File: src/rtl/dbq_pkg.sv
package dbq_pkg;

    // Quinary stage states; the code is the count value driven on the outputs.
    typedef enum logic [2:0] {
        QS_ZERO  = 3'd0,
        QS_ONE   = 3'd1,
        QS_TWO   = 3'd2,
        QS_THREE = 3'd3,
        QS_FOUR  = 3'd4
    } quin_state_t;

    // Binary stage states.
    typedef enum logic {
        BS_LOW  = 1'b0,
        BS_HIGH = 1'b1
    } bin_state_t;

    localparam int unsigned QUIN_W = 3;

endpackage

File: src/rtl/dbq_rst_sync.sv
module dbq_rst_sync #(
    parameter int unsigned STAGES = 2
) (
    input  logic clk,
    input  logic rst_n,
    input  logic clr,
    output logic rst_a
);
    logic            arst;
    logic [STAGES-1:0] hold_q;

    assign arst = ~rst_n | clr;

    // Set at once, released only after STAGES clean edges of clk.
    always_ff @(posedge clk or posedge arst) begin
        if (arst) begin
            hold_q <= '1;
        end else begin
            hold_q <= {hold_q[STAGES-2:0], 1'b0};
        end
    end

    assign rst_a = hold_q[STAGES-1];

endmodule

File: src/rtl/dbq_fall_detect.sv
module dbq_fall_detect #(
    parameter int unsigned SYNC_STAGES = 2
) (
    input  logic clk,
    input  logic rst_a,
    input  logic din,
    output logic fall
);
    localparam int unsigned PIPE_W = SYNC_STAGES + 1;

    logic [PIPE_W-1:0] pipe_q;

    always_ff @(posedge clk or posedge rst_a) begin
        if (rst_a) begin
            pipe_q <= '0;
        end else begin
            pipe_q <= {pipe_q[PIPE_W-2:0], din};
        end
    end

    // Older sample high, newer sample low.
    assign fall = pipe_q[PIPE_W-1] & ~pipe_q[PIPE_W-2];

    AST_FALL_ONE_CYCLE: assert property (@(posedge clk) disable iff (rst_a)
        fall |=> !fall);

endmodule

File: src/rtl/dbq_div2.sv
module dbq_div2
    import dbq_pkg::*;
(
    input  logic clk,
    input  logic rst_a,
    input  logic en,
    output logic q
);
    bin_state_t state_q;
    bin_state_t state_d;

    always_ff @(posedge clk or posedge rst_a) begin
        if (rst_a) begin
            state_q <= BS_LOW;
        end else begin
            state_q <= state_d;
        end
    end

    always_comb begin
        state_d = state_q;
        if (en) begin
            unique case (state_q)
                BS_LOW:  state_d = BS_HIGH;
                BS_HIGH: state_d = BS_LOW;
                default: state_d = BS_LOW;
            endcase
        end
    end

    always_comb begin
        unique case (state_q)
            BS_HIGH: q = 1'b1;
            default: q = 1'b0;
        endcase
    end

    AST_DIV2_INVERTS: assert property (@(posedge clk) disable iff (rst_a)
        en |=> (q != $past(q)));
    AST_DIV2_HOLDS: assert property (@(posedge clk) disable iff (rst_a)
        !en |=> $stable(q));

endmodule

File: src/rtl/dbq_div5.sv
module dbq_div5
    import dbq_pkg::*;
(
    input  logic              clk,
    input  logic              rst_a,
    input  logic              en,
    output logic [QUIN_W-1:0] cnt
);
    quin_state_t state_q;
    quin_state_t state_d;

    always_ff @(posedge clk or posedge rst_a) begin
        if (rst_a) begin
            state_q <= QS_ZERO;
        end else begin
            state_q <= state_d;
        end
    end

    always_comb begin
        state_d = state_q;
        if (en) begin
            unique case (state_q)
                QS_ZERO:  state_d = QS_ONE;
                QS_ONE:   state_d = QS_TWO;
                QS_TWO:   state_d = QS_THREE;
                QS_THREE: state_d = QS_FOUR;
                QS_FOUR:  state_d = QS_ZERO;
                default:  state_d = QS_ZERO;
            endcase
        end
    end

    always_comb begin
        unique case (state_q)
            QS_ONE:   cnt = 3'd1;
            QS_TWO:   cnt = 3'd2;
            QS_THREE: cnt = 3'd3;
            QS_FOUR:  cnt = 3'd4;
            default:  cnt = 3'd0;
        endcase
    end

    AST_DIV5_STEP: assert property (@(posedge clk) disable iff (rst_a)
        (en && cnt != 3'd4) |=> (cnt == $past(cnt) + 3'd1));
    AST_DIV5_WRAP: assert property (@(posedge clk) disable iff (rst_a)
        (en && cnt == 3'd4) |=> (cnt == 3'd0));
    AST_DIV5_HOLDS: assert property (@(posedge clk) disable iff (rst_a)
        !en |=> $stable(cnt));
    AST_DIV5_RANGE: assert property (@(posedge clk) disable iff (rst_a)
        cnt <= 3'd4);

endmodule

File: src/rtl/dbq_channel.sv
module dbq_channel
    import dbq_pkg::*;
#(
    parameter int unsigned SYNC_STAGES = 2
) (
    input  logic              clk,
    input  logic              rst_n,
    input  logic              tick_two,
    input  logic              tick_five,
    input  logic              clr,
    output logic              out_two,
    output logic [QUIN_W-1:0] out_five
);
    logic rst_a;
    logic en_two;
    logic en_five;

    dbq_rst_sync #(.STAGES(2)) u_rst (
        .clk   (clk),
        .rst_n (rst_n),
        .clr   (clr),
        .rst_a (rst_a)
    );

    dbq_fall_detect #(.SYNC_STAGES(SYNC_STAGES)) u_edge_two (
        .clk   (clk),
        .rst_a (rst_a),
        .din   (tick_two),
        .fall  (en_two)
    );

    dbq_fall_detect #(.SYNC_STAGES(SYNC_STAGES)) u_edge_five (
        .clk   (clk),
        .rst_a (rst_a),
        .din   (tick_five),
        .fall  (en_five)
    );

    dbq_div2 u_div2 (
        .clk   (clk),
        .rst_a (rst_a),
        .en    (en_two),
        .q     (out_two)
    );

    dbq_div5 u_div5 (
        .clk   (clk),
        .rst_a (rst_a),
        .en    (en_five),
        .cnt   (out_five)
    );

    AST_CLEAR_ZEROES: assert property (@(posedge clk)
        (rst_n && clr) |-> (!out_two && out_five == 3'd0));

endmodule

File: src/rtl/dbq_dual_counter.sv
module dbq_dual_counter
    import dbq_pkg::*;
#(
    parameter int unsigned NUM_CH      = 2,
    parameter int unsigned SYNC_STAGES = 2
) (
    input  logic                       clk,
    input  logic                       rst_n,
    input  logic [NUM_CH-1:0]          tick_two,
    input  logic [NUM_CH-1:0]          tick_five,
    input  logic [NUM_CH-1:0]          chan_clr,
    output logic [NUM_CH-1:0]          out_two,
    output logic [NUM_CH*QUIN_W-1:0]   out_five
);
    for (genvar c = 0; c < NUM_CH; c++) begin : g_ch
        dbq_channel #(.SYNC_STAGES(SYNC_STAGES)) u_ch (
            .clk       (clk),
            .rst_n     (rst_n),
            .tick_two  (tick_two[c]),
            .tick_five (tick_five[c]),
            .clr       (chan_clr[c]),
            .out_two   (out_two[c]),
            .out_five  (out_five[c*QUIN_W +: QUIN_W])
        );
    end

endmodule

File: config.mk
export PLATFORM = sky130hd
export DESIGN_NAME = dbq_dual_counter
export DESIGN_NICKNAME = d
export VERILOG_FILES = /design/src/rtl/dbq_pkg.sv /design/src/rtl/dbq_rst_sync.sv /design/src/rtl/dbq_fall_detect.sv /design/src/rtl/dbq_div2.sv /design/src/rtl/dbq_div5.sv /design/src/rtl/dbq_channel.sv /design/src/rtl/dbq_dual_counter.sv
export SDC_FILE = /design/constraint.sdc
export NUM_CORES = 1
export LEC_CHECK = 0
export ABC_AREA = 1
export BUFFER_PORTS_ARGS = -buffer_cell sky130_fd_sc_hd__buf_2
export CAP_MARGIN = 20
export CORE_MARGIN = 8
export CORE_UTILIZATION = 55
export DETAILED_ROUTE_END_ITERATION = 8
export PLACE_DENSITY = 0.86
export SLEW_MARGIN = 10
export SYNTH_ARGS = -nofsm -noshare
export SYNTH_HDL_FRONTEND = slang
export SYNTH_SLANG_ARGS = --single-unit
File: constraint.sdc
create_clock -name clk -period 1.2 [get_ports clk]
set_clock_uncertainty 0.05 [all_clocks]
set_input_delay 0.06 -clock clk [delete_from_list [all_inputs] [get_ports clk]]
set_output_delay 0.06 -clock clk [all_outputs]
set_load 0.005 [all_outputs]
## Word level (Yosys, flattened, before mapping)

Index checks and enable logic that the tools add are counted.

- Register bits: 24
- Input port bits: 8
- Logic and storage cells: 41

- Equal/unequal tests: 8
- Bitwise logic cells: 13
- Mux-type cells: 8
- Reductions and logical operators: 2

Operator list:

| kind | number |
|---|---|
| $pmux W3 S4 | 4 |
| $eq A3 B2 Y1 const B | 4 |
| $not A1 Y1 | 7 |
| $eq A3 B1 Y1 const B | 2 |
| $eq A3 B3 Y1 const B | 2 |
| $logic_not A3 Y1 | 2 |
| $and A1 B1 Y1 | 4 |
| $pmux W1 S2 | 2 |
| $mux W1 | 2 |
| $or A1 B1 Y1 | 2 |

## Longest topological paths before layout

Gate-level depths: netlist (run 1).

- Depth in word-level cells: 2
- Gate-level depth with buffers: 5
- Depth with buffers taken out: 5

## Cells and area by module

A second synthesis (run 1) with hierarchy kept.

- Cells, all modules: 86
- Area total of the unflattened synthesis: 878.3 µm²

By module, submodules not included:

| module | seq. area each (µm²) | area an instance (µm²) | cells each | times used |
|---|---|---|---|---|
| dbq_fall_detect | 75.1 | 88.8 | 6 | 4 |
| dbq_div5 | 75.1 | 147.6 | 19 | 2 |
| dbq_rst_sync | 52.6 | 66.3 | 5 | 2 |
| dbq_div2 | 25.0 | 47.5 | 7 | 2 |

## Worst setup path after synthesis (run 1)

OpenSTA, ideal clock, no wires.

- Path type: reg2reg
- Start: reg g_ch[1].u_ch.u_edge_five.pipe_q[1]
- End: reg g_ch[1].u_ch.u_div5.state_q[0]
- Clock period less this slack: 869 ps
- Data arrival time: 700 ps
- Buffers on the path: 0
- Slack: 331 ps
- Stages on the path, launching flop included: 4
- Required time: 1031 ps
- Setup time: 119 ps
- Cell sequence: dfrtp_1 > nor2_4 > nand2_1 > o21a_1

- Word-level cells in the longest chain between the ends: 2

Ends and longest elaborated chain:

| element | line | text |
|---|---|---|
| start: declaration | dbq_fall_detect.sv:11 | `logic [PIPE_W-1:0] pipe_q;` |
| start signal: assignment | dbq_fall_detect.sv:17 | `pipe_q <= {pipe_q[PIPE_W-2:0], din};` |
| $not A1 Y1 | dbq_fall_detect.sv:22 | `assign fall = pipe_q[PIPE_W-1] & ~pipe_q[PIPE_W-2];` |
| $and A1 B1 Y1 | dbq_fall_detect.sv:22 |  |
| end signal: assignment | dbq_div5.sv:16 | `state_q <= state_d;` |
| end: declaration | dbq_div5.sv:9 | `quin_state_t state_q;` |

Every way passes these cells.
A chain may end at the register's enable or synchronous reset.

## Worst setup path after layout (run 1)

- Start: reg g_ch[0].u_ch.u_div5.state_q[1]
- End: out out_five[2]

- Word-level cells in the longest chain between the ends: 2
- Elaborated cells on any way between the ends: 5
- Those cells by class: eq/ne (4); mux (1)

Ends and longest elaborated chain:

| element | line | text |
|---|---|---|
| start: declaration | dbq_div5.sv:9 |  |
| start signal: assignment | dbq_div5.sv:16 |  |
| $eq A3 B3 Y1 (tied with other cells) | dbq_div5.sv:35 | `unique case (state_q)` |
| $pmux W3 S4 (*) | dbq_div5.sv:35 |  |
| end: declaration | dbq_dual_counter.sv:13 | `output logic [NUM_CH*QUIN_W-1:0] out_five` |

Every way passes the cells marked *; elsewhere a longest branch is shown, timed or not.

==> results_dict.tcl, run 1 <==
set metrics [dict create \
    status "complete, but fails checks" \
    violations "setup timing" \
    maxCapViolCount 0 \
    cts_tree "yes" \
    wl_mm 1.58 \
    grt_pass1_vias 630 \
    clock.fmax_mhz 821 \
    dieArea_mm2 0.00306 \
    insertion_delay_ns 0.32 \
    netlist_top_cells_area "dfrtp_1 59%, dfstp_2 12%, nand2_1 5.3%, inv_1 4.9%, nor2_1 2.7%" \
    clock_path_buffers 2 \
    core_area_mm2 0.00147 \
    min_period_ns 1.22 \
    dpl.hpwl_mm 1.08 \
    r2r_start "g_ch[0].u_ch.u_div5.state_q[1]$_DFFE_PP0P_" \
    endpoint_kind "primary output" \
    synth_ff_type "dfrtp_1" \
    nets 112 \
    arrival_ns 1.11 \
    vias 577 \
    grt_overflow 0 \
    rsz0062_at_grt "yes" \
    drc 0 \
    track_usage_pct 11.0 \
    reg2reg_to "g_ch[0].u_ch.u_div5.state_q[1]$_DFFE_PP0P_" \
    finalSetupViolations 1 \
    crit_type "register to primary output" \
    cts_root_buf "clkbuf_4" \
    grt_max_degree 14 \
    via_per_inst 4.85 \
    seq_area_frac_synth_pct 71.4 \
    antenna_found_initial 0 \
    fin_ws_ns -0.0176 \
    synth_most_common_cell "dfrtp_1" \
    power.total_mw 1.92 \
    place_ws_ns 0.245 \
    wl_per_cell_um 13.3 \
    drtAntennaViolNets 0 \
    die-height_um 55.3 \
    synth-seq-cells 24 \
    cpPeakStageDelay_ns 0.42 \
    synth_edf_count 0 \
    worstPathCellList "inv_1, nand2_2, nor2_1, buf_2" \
    postSynthCellCount 74 \
    row_count 14 \
    synth_area_um2 848 \
    ys_async_sr_fraction_pct 100 \
    avgSynthCellArea_um2 11.5 \
    drtPass1Iterations 4 \
    synth.distinct_cells 17 \
    hp-class "register to asynchronous set/reset pin" \
    cts_buffers 3 \
    die_w_um 55.3 \
    port_buffers 15 \
    drt_iter0_drc 3 \
    r2r_cells 5 \
    clkSinkCount 24 \
    place.gp.congestion 0.709 \
    grt_pass1_wl_mm 2.75 \
    cts.clk_slew.worst_paths_ns 0.13 \
    pin_count 16 \
    ir_drop_v 0.00127 \
    critPathLaunchType "register" \
    synth_area_leader_cell "dfrtp_1" \
    hold_viol_final 0 \
    antenna_cells 0 \
    maxSlewViolCount 0 \
    area_growth_syn_to_layout_pct 27.7 \
    cp.required_ns 1.09 \
    yosysTopAreaCellShare_pct 59.0 \
    fin_crit_sh_pct 101 \
    yosys-top-cells-count "20 x dfrtp_1, 12 x nand2_1, 11 x inv_1" \
    cts.htree.levels 1 \
    drive_above_1_share_pct 38.8 \
    rrSetupSlack_ns 0.09 \
    power.leakage_nw 0.552 \
    start_util_pct 57.7 \
    crit_path_max_fanout 2 \
    crit_slowest_cell "dfrtp_1" \
    yosysWarningCount 0 \
    cellPowerDensity_mw_per_mm2 1780 \
]
[flip-flops by register name (all words and copies together), names as in the netlist]
signal / cells
g_ch.u_ch.u_div5.state_q: 6
g_ch.u_ch.u_rst.hold_q: 4
g_ch.u_ch.u_edge_two.pipe_q: 6
g_ch.u_ch.u_div2.state_q: 2
g_ch.u_ch.u_edge_five.pipe_q: 6
[logic make-up after synthesis]
family | Yosys count | share of synthesized area [%]
compound gates | 4 | 3.10
xor+xnor | 2 | 2.07
buf+inv | 16 | 7.96
flops | 24 | 71.4
other cells | 1 | 0.442
simple gates | 27 | 15.0
[per-stage QoR]
step                      instance area (µm²)  hold WS, ns  util (%)  TNS [ns]  instances
after floorplan                           852      0.00428         -         0         75
after global placement                    932        0.119      63.4         0        104
after detailed placement                  932        0.120      63.4         0        104
after CTS                                1060        0.189      72.0   -0.0130        117
after global routing                     1080        0.220      73.6    -0.172        119
final                                    1080        0.172      73.6   -0.0176        119
[cell usage in the layout (no fill, tap or decap), drive strengths merged]
cell	netlist	final
conb	1	2
nor3	1	1
nand2	12	12
dlygate4sd3	0	8
dfstp	4	4
clkbuf	0	4
xnor2	2	2
dfrtp	20	20
nand3	4	4
buf	2	18
o21a	1	1
o21ai	1	1
nor2	10	10
inv	14	14
a21oi	2	2
[area by class of cell]
type	instances	area [µm²]
sequential	24	608
fill	100	388
multi-input combinational	35	189
timing repair buffer	26	178
inverter	14	52.6
clock buffer	4	36.3
tap	16	20.0
[worst max-delay path: cells and delay by family, from the launching register on]
family                 cells  cell delay, ns
DFF                        1            0.42
and+or+nand+nor            2            0.15
buffers and inverters      2            0.22
[where the power goes]
part	leakage, nW	switching (mW)	total, mW	internal [mW]
logic	0.254	0.237	0.469	0.232
clock network	0.0210	0.234	0.420	0.186
registers	0.277	0.0996	1.04	0.935
total	0.552	0.571	1.92	1.35
[timing repair]
item | 4_1_cts | 5_1_grt
buffers inserted | 1 | 2
gates resized for setup | 2 | 4
hold buffers | 8 | 0
pin swaps | 0 | 1
endpoints found under the setup margin | 2 | 4
endpoints found under the hold margin | 8 | 0
[worst max-delay path by stage]
stage / startpoint / endpoint / slack [ns]
after global routing: g_ch[0].u_ch.u_div5.state_q[0]$_DFFE_PP0P_ / out_five[2] / -0.08
after detailed placement: g_ch[0].u_ch.u_edge_five.pipe_q[1]$_DFF_PP0_ / g_ch[0].u_ch.u_div5.state_q[1]$_DFFE_PP0P_ / 0.24
after CTS: g_ch[0].u_ch.u_div5.state_q[0]$_DFFE_PP0P_ / out_five[2] / -0.01
after global placement: g_ch[1].u_ch.u_edge_five.pipe_q[1]$_DFF_PP0_ / g_ch[1].u_ch.u_div5.state_q[0]$_DFFE_PP0P_ / 0.30
final: g_ch[0].u_ch.u_div5.state_q[1]$_DFFE_PP0P_ / out_five[2] / -0.02
after floorplan: g_ch[1].u_ch.u_edge_five.pipe_q[1]$_DFF_PP0_ / g_ch[1].u_ch.u_div5.state_q[0]$_DFFE_PP0P_ / 0.33
[layer usage]
metal  vias up  global-route usage (%)  part of all wire, %
met5         -                       0                    0
met4         0                    7.39                  4.3
met3         7                    4.11                  7.3
met2        25                    18.6                   51
met1       274                    11.0                   38
li1        271                       -                    -
(Power assumes the default switching activity.)
==> run 2: changes to the inputs <==
- HOLD_SLACK_MARGIN: not set -> 0.03
- PLACE_DENSITY: 0.86 -> 0.79
- SLEW_MARGIN: 10 -> 40
==> results_dict.tcl, run 2 (synthesis gave the netlist of run 1 again) <==
set metrics [dict create \
    crit_buf_inv 2 \
    rsz0062_at_grt "yes" \
    finalSetupViolations 0 \
    drtPass1Iterations 4 \
    ir_drop_v 0.00166 \
    area_growth_syn_to_layout_pct 26.7 \
    maxSlewViolCount 0 \
    nets 111 \
    cts_root_buf "clkbuf_4" \
    clock_power_share_pct 21.2 \
    arrival_ns 1.05 \
    fin_crit_sh_pct 96.9 \
    clock_path_buffers 2 \
    pin_count 16 \
    grt_max_degree 14 \
    cts.htree.levels 1 \
    cellPowerDensity_mw_per_mm2 1710 \
    min_period_ns 1.16 \
    final_common_cell "dfrtp_1" \
    power_switching_mw 0.514 \
    grt_overflow 0 \
    crit_path_max_fanout 4 \
    place_inst 104 \
    antenna_cells 0 \
    cp_top_family "flip-flops" \
    core_area_mm2 0.00147 \
    fin_area_mm2 0.00107 \
    worstPathCellList "inv_2, nand2_2, nor2_1, buf_2" \
    top_regs "g_ch.u_ch.u_div5.state_q (6), g_ch.u_ch.u_edge_five.pipe_q (6), g_ch.u_ch.u_edge_two.pipe_q (6)" \
    drtAntennaViolNets 0 \
    wl_mm 1.36 \
    die_w_um 55.3 \
    port_buffers 15 \
    vias 550 \
    switching_share_pct 27.9 \
    utilization_pct 73.0 \
    cp.required_ns 1.09 \
    r2r_cells 4 \
    crit_cells 4 \
    clock.fmax_mhz 860 \
    crit_type "register to primary output" \
    layout_common_cells "19 x dfrtp_1, 15 x buf_2, 11 x nand2_1" \
    power.leakage_nw 0.548 \
    maxCapViolCount 0 \
    insertion_delay_ns 0.29 \
    power.total_mw 1.84 \
    internal_power_mw 1.33 \
    cts_buffers 3 \
    hold_slack_ns 0.171 \
    crit_slowest_cell "dfrtp_1" \
    wl_per_cell_um 11.5 \
    die-height_um 55.3 \
    cpPeakStageDelay_ns 0.44 \
    drt_iter0_drc 17 \
    drc 0 \
    power_frac_seq_pct 56.2 \
    clkSinkCount 24 \
    fill_cells 109 \
    grt_pass1_vias 550 \
    place.gp.congestion 0.768 \
    status "finished, final reports clean" \
    multi_input_comb_area_um2 189 \
    final_cells 118 \
    via_per_inst 4.66 \
    start_util_pct 57.7 \
    critPathLaunchType "register" \
    row_count 14 \
    cts_tree "yes" \
    place_area_um2 932 \
    seq_area_um2 607 \
    track_usage_pct 9.07 \
    hold_viol_final 0 \
    endpoint_kind "primary output" \
    antenna_found_initial 0 \
    dieArea_mm2 0.00306 \
    hp-class "register to asynchronous set/reset pin" \
    p_comb_share_pct 22.6 \
    grt_pass1_wl_mm 2.33 \
    dpl.hpwl_um 988 \
    cts.clk_slew.worst_paths_ns 0.12 \
    drive_above_1_share_pct 38.2 \
]
run 2: cell count changes in the layout (fill, tap and decap cells not counted), sizes merged:
cell	change
buf	-1
run 2: cell type report:
cell class                      instances  area share, %
Clock buffer                            4           3.38
Inverter                               14           4.89
Multi-Input combinational cell         35           17.6
Sequential cell                        24           56.5
Tap cell                               16           1.86
Timing Repair Buffer                   25           15.8
run 2: metal layers:
| layer | vias to the layer above | global-route usage, % | routed length [µm] |
|---|---|---|---|
| met1 | 262 | 9.08 | 537 |
| met3 | 2 | 4.11 | 83 |
| met2 | 17 | 16.5 | 729 |
| li1 | 269 | - | - |
| met5 | - | 0 | 0 |
| met4 | 0 | 2.11 | 10 |
run 2: worst reg2reg max path, delay by kind of cell, from the launching register on:
family	cells	cell delay, ns
flip-flops	1	0.42
AND/OR/NAND/NOR	4	0.37
run 2: what timing repair did:
item,CTS,global route
hold buffers,8,0
setup buffers,0,2
setup endpoints to repair,0,3
resized for setup,0,6
hold endpoints to repair,8,0
run 2: final timing paths:
path	from	to	slack (ns)
min in group clk	g_ch[1].u_ch.u_edge_five.pipe_q[0]$_DFF_PP0_	g_ch[1].u_ch.u_edge_five.pipe_q[1]$_DFF_PP0_	0.31
worst max-delay path	g_ch[0].u_ch.u_div5.state_q[1]$_DFFE_PP0P_	out_five[2]	0.04
worst min-delay path	g_ch[1].u_ch.u_rst.hold_q[1]$_DFF_PP1_	g_ch[1].u_ch.u_edge_two.pipe_q[2]$_DFF_PP0_	0.17
max in group asynchronous	rst_n	g_ch[1].u_ch.u_rst.hold_q[1]$_DFF_PP1_	0.19
worst min register to register	g_ch[1].u_ch.u_rst.hold_q[1]$_DFF_PP1_	g_ch[1].u_ch.u_edge_two.pipe_q[2]$_DFF_PP0_	0.17
worst max register to register	g_ch[1].u_ch.u_edge_five.pipe_q[1]$_DFF_PP0_	g_ch[1].u_ch.u_div5.state_q[1]$_DFFE_PP0P_	0.26
run 2: metrics by stage:
| step | setup slack [ns] | setup TNS [ns] |
|---|---|---|
| 2_1_floorplan | 0.331 | 0 |
| 3_3_place_gp | 0.298 | 0 |
| 3_5_place_dp | 0.265 | 0 |
| 4_1_cts | 0.00832 | 0 |
| 5_1_grt | -0.0163 | -0.0244 |
| 6_report | 0.0376 | 0 |
run 2: power groups by stage:
stage	clock network, mW	logic (mW)	registers [mW]
2_1_floorplan	0	0.264	1.02
3_3_place_gp	0	0.336	1.03
3_5_place_dp	0	0.353	1.04
4_1_cts	0.404	0.375	1.03
5_1_grt	0.441	0.470	1.04
6_report	0.390	0.416	1.03
